**src/rtl/wdt_once_pkg.sv**
```systemverilog
package wdt_once_pkg;

  localparam int ACT_W = 2;

  typedef enum logic [ACT_W-1:0] {
    ACT_RESET_A = 2'd0,
    ACT_RESET_B = 2'd1,
    ACT_INTR    = 2'd2,
    ACT_RESET_C = 2'd3
  } wdt_act_e;

  function automatic logic act_is_intr(wdt_act_e a);
    return a == ACT_INTR;
  endfunction

endpackage

```
**src/rtl/wdt_cfg_latch.sv**
```systemverilog
module wdt_cfg_latch
  import wdt_once_pkg::*;
#(
  parameter int RELOAD_W = 12,
  localparam int DATA_W  = RELOAD_W + 2 + ACT_W
) (
  input  logic                clk,
  input  logic                rst_n,
  input  logic                wr_en,
  input  logic [DATA_W-1:0]   wr_data,
  output logic                locked_o,
  output logic [RELOAD_W-1:0] reload_o,
  output logic                pre_en_o,
  output logic                run_en_o,
  output wdt_act_e            act_o
);

  localparam int PRE_BIT = RELOAD_W;
  localparam int EN_BIT  = RELOAD_W + 1;
  localparam int ACT_LSB = RELOAD_W + 2;

  logic                locked_q, locked_d;
  logic [RELOAD_W-1:0] reload_q, reload_d;
  logic                pre_q, pre_d;
  logic                en_q, en_d;
  wdt_act_e            act_q, act_d;
  logic                take;

  assign take = wr_en && !locked_q;

  always_comb begin
    locked_d = locked_q;
    reload_d = reload_q;
    pre_d    = pre_q;
    en_d     = en_q;
    act_d    = act_q;
    if (take) begin
      locked_d = 1'b1;
      reload_d = wr_data[RELOAD_W-1:0];
      pre_d    = wr_data[PRE_BIT];
      en_d     = wr_data[EN_BIT];
      act_d    = wdt_act_e'(wr_data[ACT_LSB +: ACT_W]);
    end
  end

  always_ff @(posedge clk or negedge rst_n) begin
    if (!rst_n) begin
      locked_q <= 1'b0;
      reload_q <= '0;
      pre_q    <= 1'b0;
      en_q     <= 1'b0;
      act_q    <= ACT_RESET_A;
    end else if (take) begin
      locked_q <= locked_d;
      reload_q <= reload_d;
      pre_q    <= pre_d;
      en_q     <= en_d;
      act_q    <= act_d;
    end
  end

  assign locked_o = locked_q;
  assign reload_o = reload_q;
  assign pre_en_o = pre_q;
  assign run_en_o = en_q;
  assign act_o    = act_q;


  cfg_hold_chk: assert property (@(posedge clk) disable iff (!rst_n)
    locked_q |=> (locked_q && $stable(reload_q) && $stable(pre_q)
                  && $stable(en_q) && $stable(act_q)));


  cfg_capture_chk: assert property (@(posedge clk) disable iff (!rst_n)
    (wr_en && !locked_q) |=> (locked_q && reload_q == $past(wr_data[RELOAD_W-1:0])));

endmodule

```
**src/rtl/wdt_tick_gen.sv**
```systemverilog
module wdt_tick_gen #(
  parameter int PRE_DIV = 16384,
  localparam int PRE_W  = (PRE_DIV > 1) ? $clog2(PRE_DIV) : 1
) (
  input  logic clk,
  input  logic rst_n,
  input  logic run_i,
  input  logic restart_i,
  input  logic pre_en_i,
  output logic tick_o
);

  logic half_q, half_d;
  logic base_tick;

  assign base_tick = run_i && half_q;

  always_comb begin
    half_d = half_q;
    if (restart_i)  half_d = 1'b0;
    else if (run_i) half_d = ~half_q;
  end

  always_ff @(posedge clk or negedge rst_n) begin
    if (!rst_n)                half_q <= 1'b0;
    else if (restart_i || run_i) half_q <= half_d;
  end

  generate
    if (PRE_DIV > 1) begin : g_prescale
      localparam logic [PRE_W-1:0] LAST = PRE_W'(PRE_DIV - 1);
      logic [PRE_W-1:0] pre_q, pre_d;
      logic             pre_ce;

      assign pre_ce = restart_i || (base_tick && pre_en_i);

      always_comb begin
        pre_d = pre_q;
        if (restart_i)         pre_d = '0;
        else if (pre_q == LAST) pre_d = '0;
        else                    pre_d = pre_q + 1'b1;
      end

      always_ff @(posedge clk or negedge rst_n) begin
        if (!rst_n)      pre_q <= '0;
        else if (pre_ce) pre_q <= pre_d;
      end

      assign tick_o = base_tick && (!pre_en_i || pre_q == LAST);
    end else begin : g_no_prescale
      logic unused_pre;
      assign unused_pre = pre_en_i;
      assign tick_o     = base_tick;
    end
  endgenerate


  tick_spacing_chk: assert property (@(posedge clk) disable iff (!rst_n)
    tick_o |=> !tick_o);


  tick_restart_chk: assert property (@(posedge clk) disable iff (!rst_n)
    restart_i |=> !tick_o);

endmodule

```
**src/rtl/wdt_down_counter.sv**
```systemverilog
module wdt_down_counter #(
  parameter int CNT_W = 12
) (
  input  logic             clk,
  input  logic             rst_n,
  input  logic             load_i,
  input  logic [CNT_W-1:0] load_val_i,
  input  logic             tick_i,
  input  logic             run_i,
  input  logic             irq_sel_i,
  output logic             irq_o,
  output logic             rst_req_o
);

  logic [CNT_W-1:0] cnt_q, cnt_d;
  logic             irq_q, irq_d;
  logic             rreq_q, rreq_d;
  logic             step, fire, cnt_ce;

  assign step   = run_i && tick_i && !load_i;
  assign fire   = step && (cnt_q == '0);
  assign cnt_ce = load_i || (step && !fire);

  always_comb begin
    cnt_d = cnt_q;
    if (load_i)     cnt_d = load_val_i;
    else if (step)  cnt_d = cnt_q - 1'b1;
  end

  always_comb begin
    irq_d  = irq_q  || (fire && irq_sel_i);
    rreq_d = rreq_q || (fire && !irq_sel_i);
  end

  always_ff @(posedge clk or negedge rst_n) begin
    if (!rst_n)      cnt_q <= '0;
    else if (cnt_ce) cnt_q <= cnt_d;
  end

  always_ff @(posedge clk or negedge rst_n) begin
    if (!rst_n) begin
      irq_q  <= 1'b0;
      rreq_q <= 1'b0;
    end else if (fire) begin
      irq_q  <= irq_d;
      rreq_q <= rreq_d;
    end
  end

  assign irq_o     = irq_q;
  assign rst_req_o = rreq_q;


  reload_wins_chk: assert property (@(posedge clk) disable iff (!rst_n)
    load_i |=> cnt_q == $past(load_val_i));


  irq_sticky_chk: assert property (@(posedge clk) disable iff (!rst_n)
    irq_q |=> irq_q);


  rreq_sticky_chk: assert property (@(posedge clk) disable iff (!rst_n)
    rreq_q |=> rreq_q);


  no_count_up_chk: assert property (@(posedge clk) disable iff (!rst_n)
    !load_i |=> cnt_q <= $past(cnt_q));

endmodule

```
**src/rtl/wdt_once.sv**
```systemverilog
module wdt_once
  import wdt_once_pkg::*;
#(
  parameter int RELOAD_W = 12,
  parameter int PRE_DIV  = 16384
) (
  input  logic                  clk,
  input  logic                  rst_n,
  input  logic                  wr_en,
  input  logic [RELOAD_W+3:0]   wr_data,
  output logic                  irq_o,
  output logic                  rst_req_o
);

  logic                locked;
  logic [RELOAD_W-1:0] reload;
  logic                pre_en;
  logic                run_en;
  wdt_act_e            act;
  logic                running;
  logic                tick;
  logic [RELOAD_W-1:0] load_val;

  wdt_cfg_latch #(.RELOAD_W(RELOAD_W)) i_cfg (
    .clk      (clk),
    .rst_n    (rst_n),
    .wr_en    (wr_en),
    .wr_data  (wr_data),
    .locked_o (locked),
    .reload_o (reload),
    .pre_en_o (pre_en),
    .run_en_o (run_en),
    .act_o    (act)
  );

  assign running  = locked && run_en;
  assign load_val = locked ? reload : wr_data[RELOAD_W-1:0];

  wdt_tick_gen #(.PRE_DIV(PRE_DIV)) i_tick (
    .clk       (clk),
    .rst_n     (rst_n),
    .run_i     (running),
    .restart_i (wr_en),
    .pre_en_i  (pre_en),
    .tick_o    (tick)
  );

  wdt_down_counter #(.CNT_W(RELOAD_W)) i_cnt (
    .clk        (clk),
    .rst_n      (rst_n),
    .load_i     (wr_en),
    .load_val_i (load_val),
    .tick_i     (tick),
    .run_i      (running),
    .irq_sel_i  (act_is_intr(act)),
    .irq_o      (irq_o),
    .rst_req_o  (rst_req_o)
  );


  one_action_chk: assert property (@(posedge clk) disable iff (!rst_n)
    !(irq_o && rst_req_o));


  disabled_quiet_chk: assert property (@(posedge clk) disable iff (!rst_n)
    !running |-> (!irq_o && !rst_req_o));


  irq_route_chk: assert property (@(posedge clk) disable iff (!rst_n)
    $rose(irq_o) |-> act == ACT_INTR);

endmodule

```
**config.mk**
```make
export PLATFORM = sky130hd
export DESIGN_NAME = wdt_once
export DESIGN_NICKNAME = d
export VERILOG_FILES = /design/src/rtl/wdt_once_pkg.sv /design/src/rtl/wdt_cfg_latch.sv /design/src/rtl/wdt_tick_gen.sv /design/src/rtl/wdt_down_counter.sv /design/src/rtl/wdt_once.sv
export SDC_FILE = /design/constraint.sdc
export NUM_CORES = 1
export LEC_CHECK = 0
export BUFFER_PORTS_ARGS = -buffer_cell sky130_fd_sc_hd__buf_2
export CAP_MARGIN = 0
export CORE_ASPECT_RATIO = 0.9
export CORE_MARGIN = 5
export CORE_UTILIZATION = 52
export CTS_CLUSTER_SIZE = 25
export DETAILED_ROUTE_END_ITERATION = 10
export PLACE_DENSITY = 0.71
export SYNTH_ARGS = -nofsm -noshare
export SYNTH_HDL_FRONTEND = slang
export SYNTH_HIERARCHICAL = 1
export SYNTH_SLANG_ARGS = --single-unit
```
**constraint.sdc**
```tcl
create_clock -name clk -period 5.7 [get_ports clk]
set_clock_uncertainty 0.1 [all_clocks]
set_input_delay 0.57 -clock clk [delete_from_list [all_inputs] [get_ports clk]]
set_output_delay 0.57 -clock clk [all_outputs]
set_load 0.02 [all_outputs]
```
==> metrics.csv, run 1 <==
stage;metric;value;unit
clock_network;clock sink count;46;
clock_network;Reg clk slew, reported paths;0.08;ns
worst_setup_path;Crit path required time;5.82;ns
finish;post-route cell area;0.002798;mm2
sta;Final min period;3.176;ns
logic_synthesis;Top FF cell, synth;dfrtp_1;
detailed_routing;Via density;5.763;
status;status;finished clean;
sta;final hold slack;0.3469;ns
clock_network;H-tree depth;2;
finish;Nets;272;
logic_synthesis;Mapped Avg Cell Area;11.15;um2
sta;final hold vios;0;
worst_setup_path;Worst path slowest cell;nor4_1;
placed_design;dpl hpwl;3.319;mm
logic_synthesis;Net Count, Synth;252;
global_route;first-pass GRT wire length;8.211;mm
detailed_routing;number of routed nets with antenna violations;0;
clock_network;Clock Latency Late Sink;0.29;ns
sta;total negative slack;0;ns
detailed_routing;DR iter-0 viols;64;
logic_synthesis;Yosys top cell area share;44.88;%
placed_design;GPL Wtd Cong;0.8252;
clock_network;Hold-fix buffers, CTS;0;
finish;Layout Cells excl Fill;316;
worst_hold_path;Min-Delay Path Class;primary input to async pin;
flow_run;max-cap viol count;0;
worst_setup_path;R2R cell count;8;
logic_synthesis;most numerous cell in the Yosys netlist;dfrtp_1;
detailed_routing;DRT Wirelength;4.646;mm
detailed_routing;Residual DRC;0;
logic_synthesis;EDFF count, synth;0;
worst_setup_path;crit-path max FO;9;
power_and_ir_drop;P_leak;1.237;nW
worst_setup_path;Critical Path Stages;8;
clock_network;Post-CTS Resized;0;
power_and_ir_drop;Pwr Density;252.6;mW/mm2
detailed_routing;routed len/inst;14.70;um
worst_setup_path;Worst Setup Path Type;flop to flop;
power_and_ir_drop;sw frac;24.50;%
die;initial core utilization;53.39;%
sta;Final WS setup;2.524;ns
logic_synthesis;Synth area leaders;dfrtp_1 (45%), mux2_4 (11%), mux2_2 (4.4%), nor2_1 (2.6%), xnor2_1 (2.4%);
logic_synthesis;number of distinct library cells after synthesis;54;
sta;Setup-failing EPs final;0;
worst_setup_path;endpoint class of the critical path;flop;
die;die area;0.006439;mm2
global_route;largest net degree at the start of global routing;47;
worst_setup_path;Worst EP arrival;3.29;ns
clock_network;CTS Root Cell;clkbuf_8;
power_and_ir_drop;total power;0.7067;mW
global_route;initial antenna violation count;0;
global_route;number of global-route vias before repair;1767;
sta;actual slew at the worst max-slew pin;1.019;ns
sta;final period utilization;55.73;%
worst_setup_path;worst reg2reg setup slack;2.52;ns
clock_network;Setup Buffers After CTS;0;
sta;Max-slew headroom;32.03;%
die;row count;24;
logic_synthesis;sequential area share after synthesis;44.88;%
logic_synthesis;#FFs+latches synth;46;
detailed_routing;vias;1821;
finish;layout cells sized above 1;28.29;%
clock_network;CTS Buf Count;5;
power_and_ir_drop;sequential power share;53.1;%
power_and_ir_drop;Pint;0.5335;mW
die;Die Ht;76.63;um
die;width of the die;84.03;um
power_and_ir_drop;worst vdd ir;0.1880;mV
global_route;total track usage;15.81;%
sta;Fmax achieved;314.8;MHz
sta;RSZ-0062 raised after global routing;false;
logic_synthesis;area leader, netlist;dfrtp_1;
clock_network;CTS tree;built;
placed_design;Place WS;2.572;ns
die;Core ar.;0.004805;mm2
power_and_ir_drop;sw power;0.1732;mW
global_route;overflow left after global routing;0;
logic_synthesis;Post-synth top cells;dfrtp_1 (46), mux2_4 (19), nor2_1 (18);
finish;final core utilization;58.23;%
worst_setup_path;Critical Path Source Type;flop;
placed_design;Post-DP Area;0.002689;mm2
clock_network;Max clock buf depth;2;
die;num ports;21;
logic_synthesis;async set-or-reset flop fraction in the synthesized netlist;100.0;%
worst_setup_path;slowest stage delay, CP;0.74;ns
finish;fillers;430;
placed_design;I/O Buffers;20;
sta;fin. max-slew vios;0;
worst_setup_path;Crit path max-delay family;simple AND/OR/NAND/NOR gates;
placed_design;DP Cell Count;308;
worst_setup_path;Buf+Inv Stages, Crit Path;0;
finish;layout overhead on the synthesized area;9.073;%
logic_synthesis;Netlist Area Pre-Place;0.002565;mm2
logic_synthesis;Mapped Cells;230;
logic_synthesis;Ys Warns;6;
power_and_ir_drop;combinational group share of total power;13.7;%
finish;# diodes;0;
worst_setup_path;CP Cell Sequence;ha_1 > nand4_1 > nor4_1 > o211a_1 > nand2_1 > nand4b_1 > or4_1 > a31oi_1;
power_and_ir_drop;clock share of power;33.3;%
detailed_routing;first-pass detailed-route iteration total;4;
-- flip-flops by register name, indices dropped and copies added, names as in the netlist --
signal / flops
i_cfg/act_o: 2
i_cfg/locked_o: 1
i_cfg/pre_en_o: 1
i_cfg/reload_o: 12
i_cfg/run_en_o: 1
i_cnt/cnt_q: 12
i_cnt/irq_o: 1
i_cnt/rst_req_o: 1
i_tick/g_prescale.pre_q: 14
i_tick/half_q: 1
-- worst register-to-register path: stages (launching register included) --
cell      delay, ns
dfrtp_1        0.42
ha_1           0.26
nand4_1        0.10
nor4_1         0.74
o211a_1        0.27
nand2_1        0.11
nand4b_1       0.36
or4_1          0.57
a31oi_1        0.17
-- per-layer routing --
metal	routed length, um	track usage, %	part of all wire, %
met5	0	0	0
met4	59	6.913	1.3
met3	108	3.568	2.3
met2	2380	25.87	51
met1	2098	19.95	45
-- final cells by class --
cell class,instances,area [um2],share of cell area [%]
multi-input cells,168,1323,47.27
flip-flops and latches,46,1151,41.14
repair buffers,20,100.1,3.578
well taps,65,81.33,2.907
clock buffers,5,68.82,2.460
clock inverters,3,40.04,1.431
inverters,9,33.78,1.208
-- final timing paths --
check                                              endpoint                        from
worst max-delay path                        i_cnt/cnt_q[11]  i_tick/g_prescale.pre_q[0]
worst min-delay path            i_tick/g_prescale.pre_q[11]                       rst_n
min in group clk                            i_cnt/rst_req_o             i_cnt/rst_req_o
worst max register to register              i_cnt/cnt_q[11]  i_tick/g_prescale.pre_q[0]
max in group asynchronous                 i_cfg/reload_o[4]                       rst_n
worst min register to register              i_cnt/rst_req_o             i_cnt/rst_req_o
-- power by group through the flow --
stage	Combinational (mW)	Sequential [mW]	Clock [mW]
6_report	0.0966	0.375	0.235
3_5_place_dp	0.0974	0.381	0
4_1_cts	0.0979	0.375	0.245
5_1_grt	0.110	0.379	0.264
3_3_place_gp	0.0948	0.380	0
2_1_floorplan	0.0716	0.376	0
-- layout by cell type, fill, tap and decap left out, types with 7 or more instances in the layout --
cell type	count
nor2_1	18
mux2_4	19
nand2_1	14
nand3_1	9
xnor2_1	7
a31oi_1	7
o21ai_0	7
inv_1	9
mux2_2	10
dfrtp_1	46
buf_2	20
-- logic make-up after synthesis --
logic type / after synthesis / synth area share, %
and+or+nand+nor: 85 / 19.71
muxes: 30 / 15.90
xor gates and xnor gates: 9 / 3.073
AOI/OAI and AO/OA: 41 / 11.41
buffers and inverters: 16 / 3.561
DFF: 46 / 44.88
adders and majority gates: 3 / 1.464
Note: power is estimated with default switching activity, not from simulation.
==> run 2, diff against run 1 <==
ABC_AREA = 1   (was default)
PLACE_DENSITY = 0.7   (was 0.71)
clock period = 3.1 ns   (was 5.7 ns; I/O delays follow)
==> run 2 against run 1 <==
Net effect: die area grew 9.7%; via count up 31%; sequential share of layout area down 3.0 points; critical path type unchanged; largest power group unchanged.
==> metrics.csv, run 2 <==
stage;metric;value;unit;change
worst_setup_path;Crit path required time;3.24;ns;-2.58 ns
sta;Setup-failing EPs final;0;;unchanged
detailed_routing;number of routed nets with antenna violations;0;;unchanged
finish;most frequent cells in the layout;nand2_1 (139), nand3_1 (50), dfrtp_1 (46);;
global_route;initial antenna violation count;0;;unchanged
global_route;overflow left after global routing;0;;unchanged
die;initial core utilization;53.89;%;+0.51 points
sta;actual slew at the worst max-slew pin;0.9987;ns;-0.02074 ns
clock_network;Max clock buf depth;2;;unchanged
die;width of the die;88.02;um;+4.7%
power_and_ir_drop;P_leak;1.592;nW;+29%
power_and_ir_drop;clock share of power;30.8;%;-2.5 points
global_route;largest net degree at the start of global routing;47;;unchanged
finish;Top reg by flops;i_tick/g_prescale.pre_q;;
power_and_ir_drop;Pint;0.8436;mW;+58%
die;die area;0.007061;mm2;+9.7%
sta;Final WS setup;1.119;ns;-1.405 ns
logic_synthesis;Synth area leaders;dfrtp_1 (40%), nand2_1 (18%), nand3_1 (8.8%), nor2_1 (4.2%), inv_1 (4.1%);;
worst_setup_path;crit-path max FO;17;;+8
power_and_ir_drop;combinational group share of total power;15.6;%;+1.9 points
finish;Nets;424;;+56%
status;status;finished clean;;
detailed_routing;Residual DRC;0;;unchanged
power_and_ir_drop;sw power;0.3612;mW;+110%
clock_network;H-tree depth;2;;unchanged
placed_design;Place WS;1.145;ns;-1.427 ns
clock_network;Post-CTS Resized;0;;unchanged
logic_synthesis;Post-synth top cells;nand2_1 (139), nand3_1 (50), dfrtp_1 (46);;
logic_synthesis;Mapped Avg Cell Area;7.381;um2;-34%
sta;Final min period;1.981;ns;-1.195 ns
detailed_routing;DRT Wirelength;5.868;mm;+26%
worst_setup_path;endpoint class of the critical path;flop;;
worst_setup_path;Critical Path Source Type;flop;;
sta;Max-slew headroom;33.42;%;+1.4 points
detailed_routing;vias;2394;;+31%
power_and_ir_drop;worst vdd ir;0.2797;mV;+49%
logic_synthesis;async set-or-reset flop fraction in the synthesized netlist;100.0;%;unchanged
worst_hold_path;Min-Delay Path Class;primary input to async pin;;
clock_network;CTS Root Cell;clkbuf_8;;
placed_design;I/O Buffers;20;;unchanged
global_route;total track usage;19.20;%;+3.4 points
sta;final hold vios;0;;unchanged
die;num ports;21;;unchanged
detailed_routing;first-pass detailed-route iteration total;4;;unchanged
logic_synthesis;Mapped Cells;386;;+68%
detailed_routing;DR iter-0 viols;162;;+150%
sta;final period utilization;63.92;%;+8.2 points
sta;fin. max-slew vios;0;;unchanged
finish;layout cells sized above 1;17.12;%;-11 points
clock_network;Hold-fix buffers, CTS;0;;unchanged
power_and_ir_drop;sw frac;29.98;%;+5.5 points
power_and_ir_drop;Pwr Density;398.9;mW/mm2;+58%
logic_synthesis;area leader, netlist;dfrtp_1;;
detailed_routing;routed len/inst;12.49;um;-15%
clock_network;clock sink count;46;;unchanged
logic_synthesis;EDFF count, synth;0;;unchanged
logic_synthesis;number of distinct library cells after synthesis;33;;-39%
global_route;number of global-route vias before repair;2363;;+34%
power_and_ir_drop;sequential power share;53.7;%;+0.6 points
die;Core ar.;0.005286;mm2;+10%
flow_run;max-cap viol count;0;;unchanged
logic_synthesis;most numerous cell in the Yosys netlist;nand2_1;;
logic_synthesis;Yosys top cell area share;40.40;%;-4.5 points
worst_setup_path;Worst EP arrival;2.12;ns;-1.17 ns
finish;# diodes;0;;unchanged
logic_synthesis;Net Count, Synth;408;;+62%
clock_network;CTS Buf Count;5;;unchanged
detailed_routing;Via density;5.094;;-12%
finish;commonest non-fill, non-tap cell in the layout;nand2_1;;
die;Die Ht;80.22;um;+4.7%
finish;fillers;518;;+20%
die;row count;25;;+4.2%
placed_design;dpl hpwl;4.262;mm;+28%
placed_design;GPL Wtd Cong;0.8350;;+1.2%
logic_synthesis;Ys Warns;6;;unchanged
sta;total negative slack;0;ns;unchanged
clock_network;Setup Buffers After CTS;0;;unchanged
finish;max reg flops;14;;unchanged
logic_synthesis;sequential area share after synthesis;40.40;%;-4.5 points
clock_network;Clock Latency Late Sink;0.30;ns;about the same
global_route;first-pass GRT wire length;10.67;mm;+30%
worst_setup_path;Worst Setup Path Type;flop to flop;;
logic_synthesis;Top FF cell, synth;dfrtp_1;;
clock_network;CTS tree;built;;
logic_synthesis;Netlist Area Pre-Place;0.002849;mm2;+11%
clock_network;Reg clk slew, reported paths;0.09;ns;about the same
sta;Fmax achieved;504.7;MHz;+60%
logic_synthesis;#FFs+latches synth;46;;unchanged
finish;layout overhead on the synthesized area;6.017;%;
sta;RSZ-0062 raised after global routing;false;;
finish;final core utilization;57.14;%;-1.1 points
run 2: changes by cell type after synthesis, moves of 8 or more:
cell	previous run	this run
inv_1	9	31
mux2_2	10	0
mux2_4	19	0
nand2_1	14	139
nand2_2	0	8
nand3_1	9	50
nor2_1	18	32
run 2: through the flow:
step                std cells  total power, mW  hold WS (ns)  area, um2
floorplan                 386           0.7930      -0.08559       2849
global placement          462           0.8411        0.3367       2930
detailed placement        462           0.8445        0.3511       2930
CTS                       470            1.219        0.1169       3020
global route              470            1.277        0.1403       3020
finish                    470            1.205       0.06516       3020
run 2: kinds of logic (layout without fill, tap and decap cells):
kind of cell	count (synthesis)	in the layout	synth area share, %
fa+ha+maj	3	3	1.318
buf+inv	47	64	8.431
xor+xnor	4	4	1.230
flops	46	46	40.40
compound gates	25	25	5.665
simple gates	261	261	42.95
run 2: final cells by class:
| class | instances | area [um2] | share of cell area [%] |
|---|---|---|---|
| inverter | 36 | 137.6 | 4.557 |
| clock inverter | 3 | 21.27 | 0.7042 |
| multi-input combinational | 293 | 1458 | 48.26 |
| sequential | 46 | 1151 | 38.11 |
| tap | 67 | 83.83 | 2.775 |
| clock buffer | 5 | 68.82 | 2.278 |
| timing repair buffer | 20 | 100.1 | 3.314 |
run 2: power by group through the flow:
stage          clock [mW]  combinational (mW)  sequential (mW)
2_1_floorplan           0               0.140            0.653
3_3_place_gp            0               0.183            0.658
3_5_place_dp            0               0.187            0.657
4_1_cts             0.385               0.188            0.646
5_1_grt             0.410               0.217            0.650
6_report            0.371               0.187            0.646
run 2: critical path: stages (launching register included):
cell and delay [ns]:
dfrtp_1 0.39, ha_1 0.18, nand2_1 0.11, nor2_4 0.17, nand4_4 0.14, a21oi_1 0.15
nand2_1 0.07, inv_1 0.11, nand2_4 0.10, nand2_4 0.19, nor2_1 0.09, a21oi_2 0.10
run 2: final timing paths:
check | from | end | slack, ns | cells after the start
max | i_tick/g_prescale.pre_q[0] | i_cnt/cnt_q[6] | 1.12 | 11
min | rst_n | i_tick/g_prescale.pre_q[9] | 0.07 | 1
max reg2reg | i_tick/g_prescale.pre_q[0] | i_cnt/cnt_q[6] | 1.12 | 11
min reg2reg | i_cnt/rst_req_o | i_cnt/rst_req_o | 0.37 | 1
max in group asynchronous | rst_n | i_tick/half_q | 2.21 | 1
min in group clk | wr_data[12] | i_cfg/pre_en_o | 0.14 | 3
run 2: metal layers:
| metal | routed length [um] | track usage [%] |
|---|---|---|
| met3 | 236 | 3.795 |
| met4 | 78 | 6.193 |
| met5 | 0 | 0 |
| met1 | 2968 | 26.95 |
| met2 | 2585 | 29.74 |
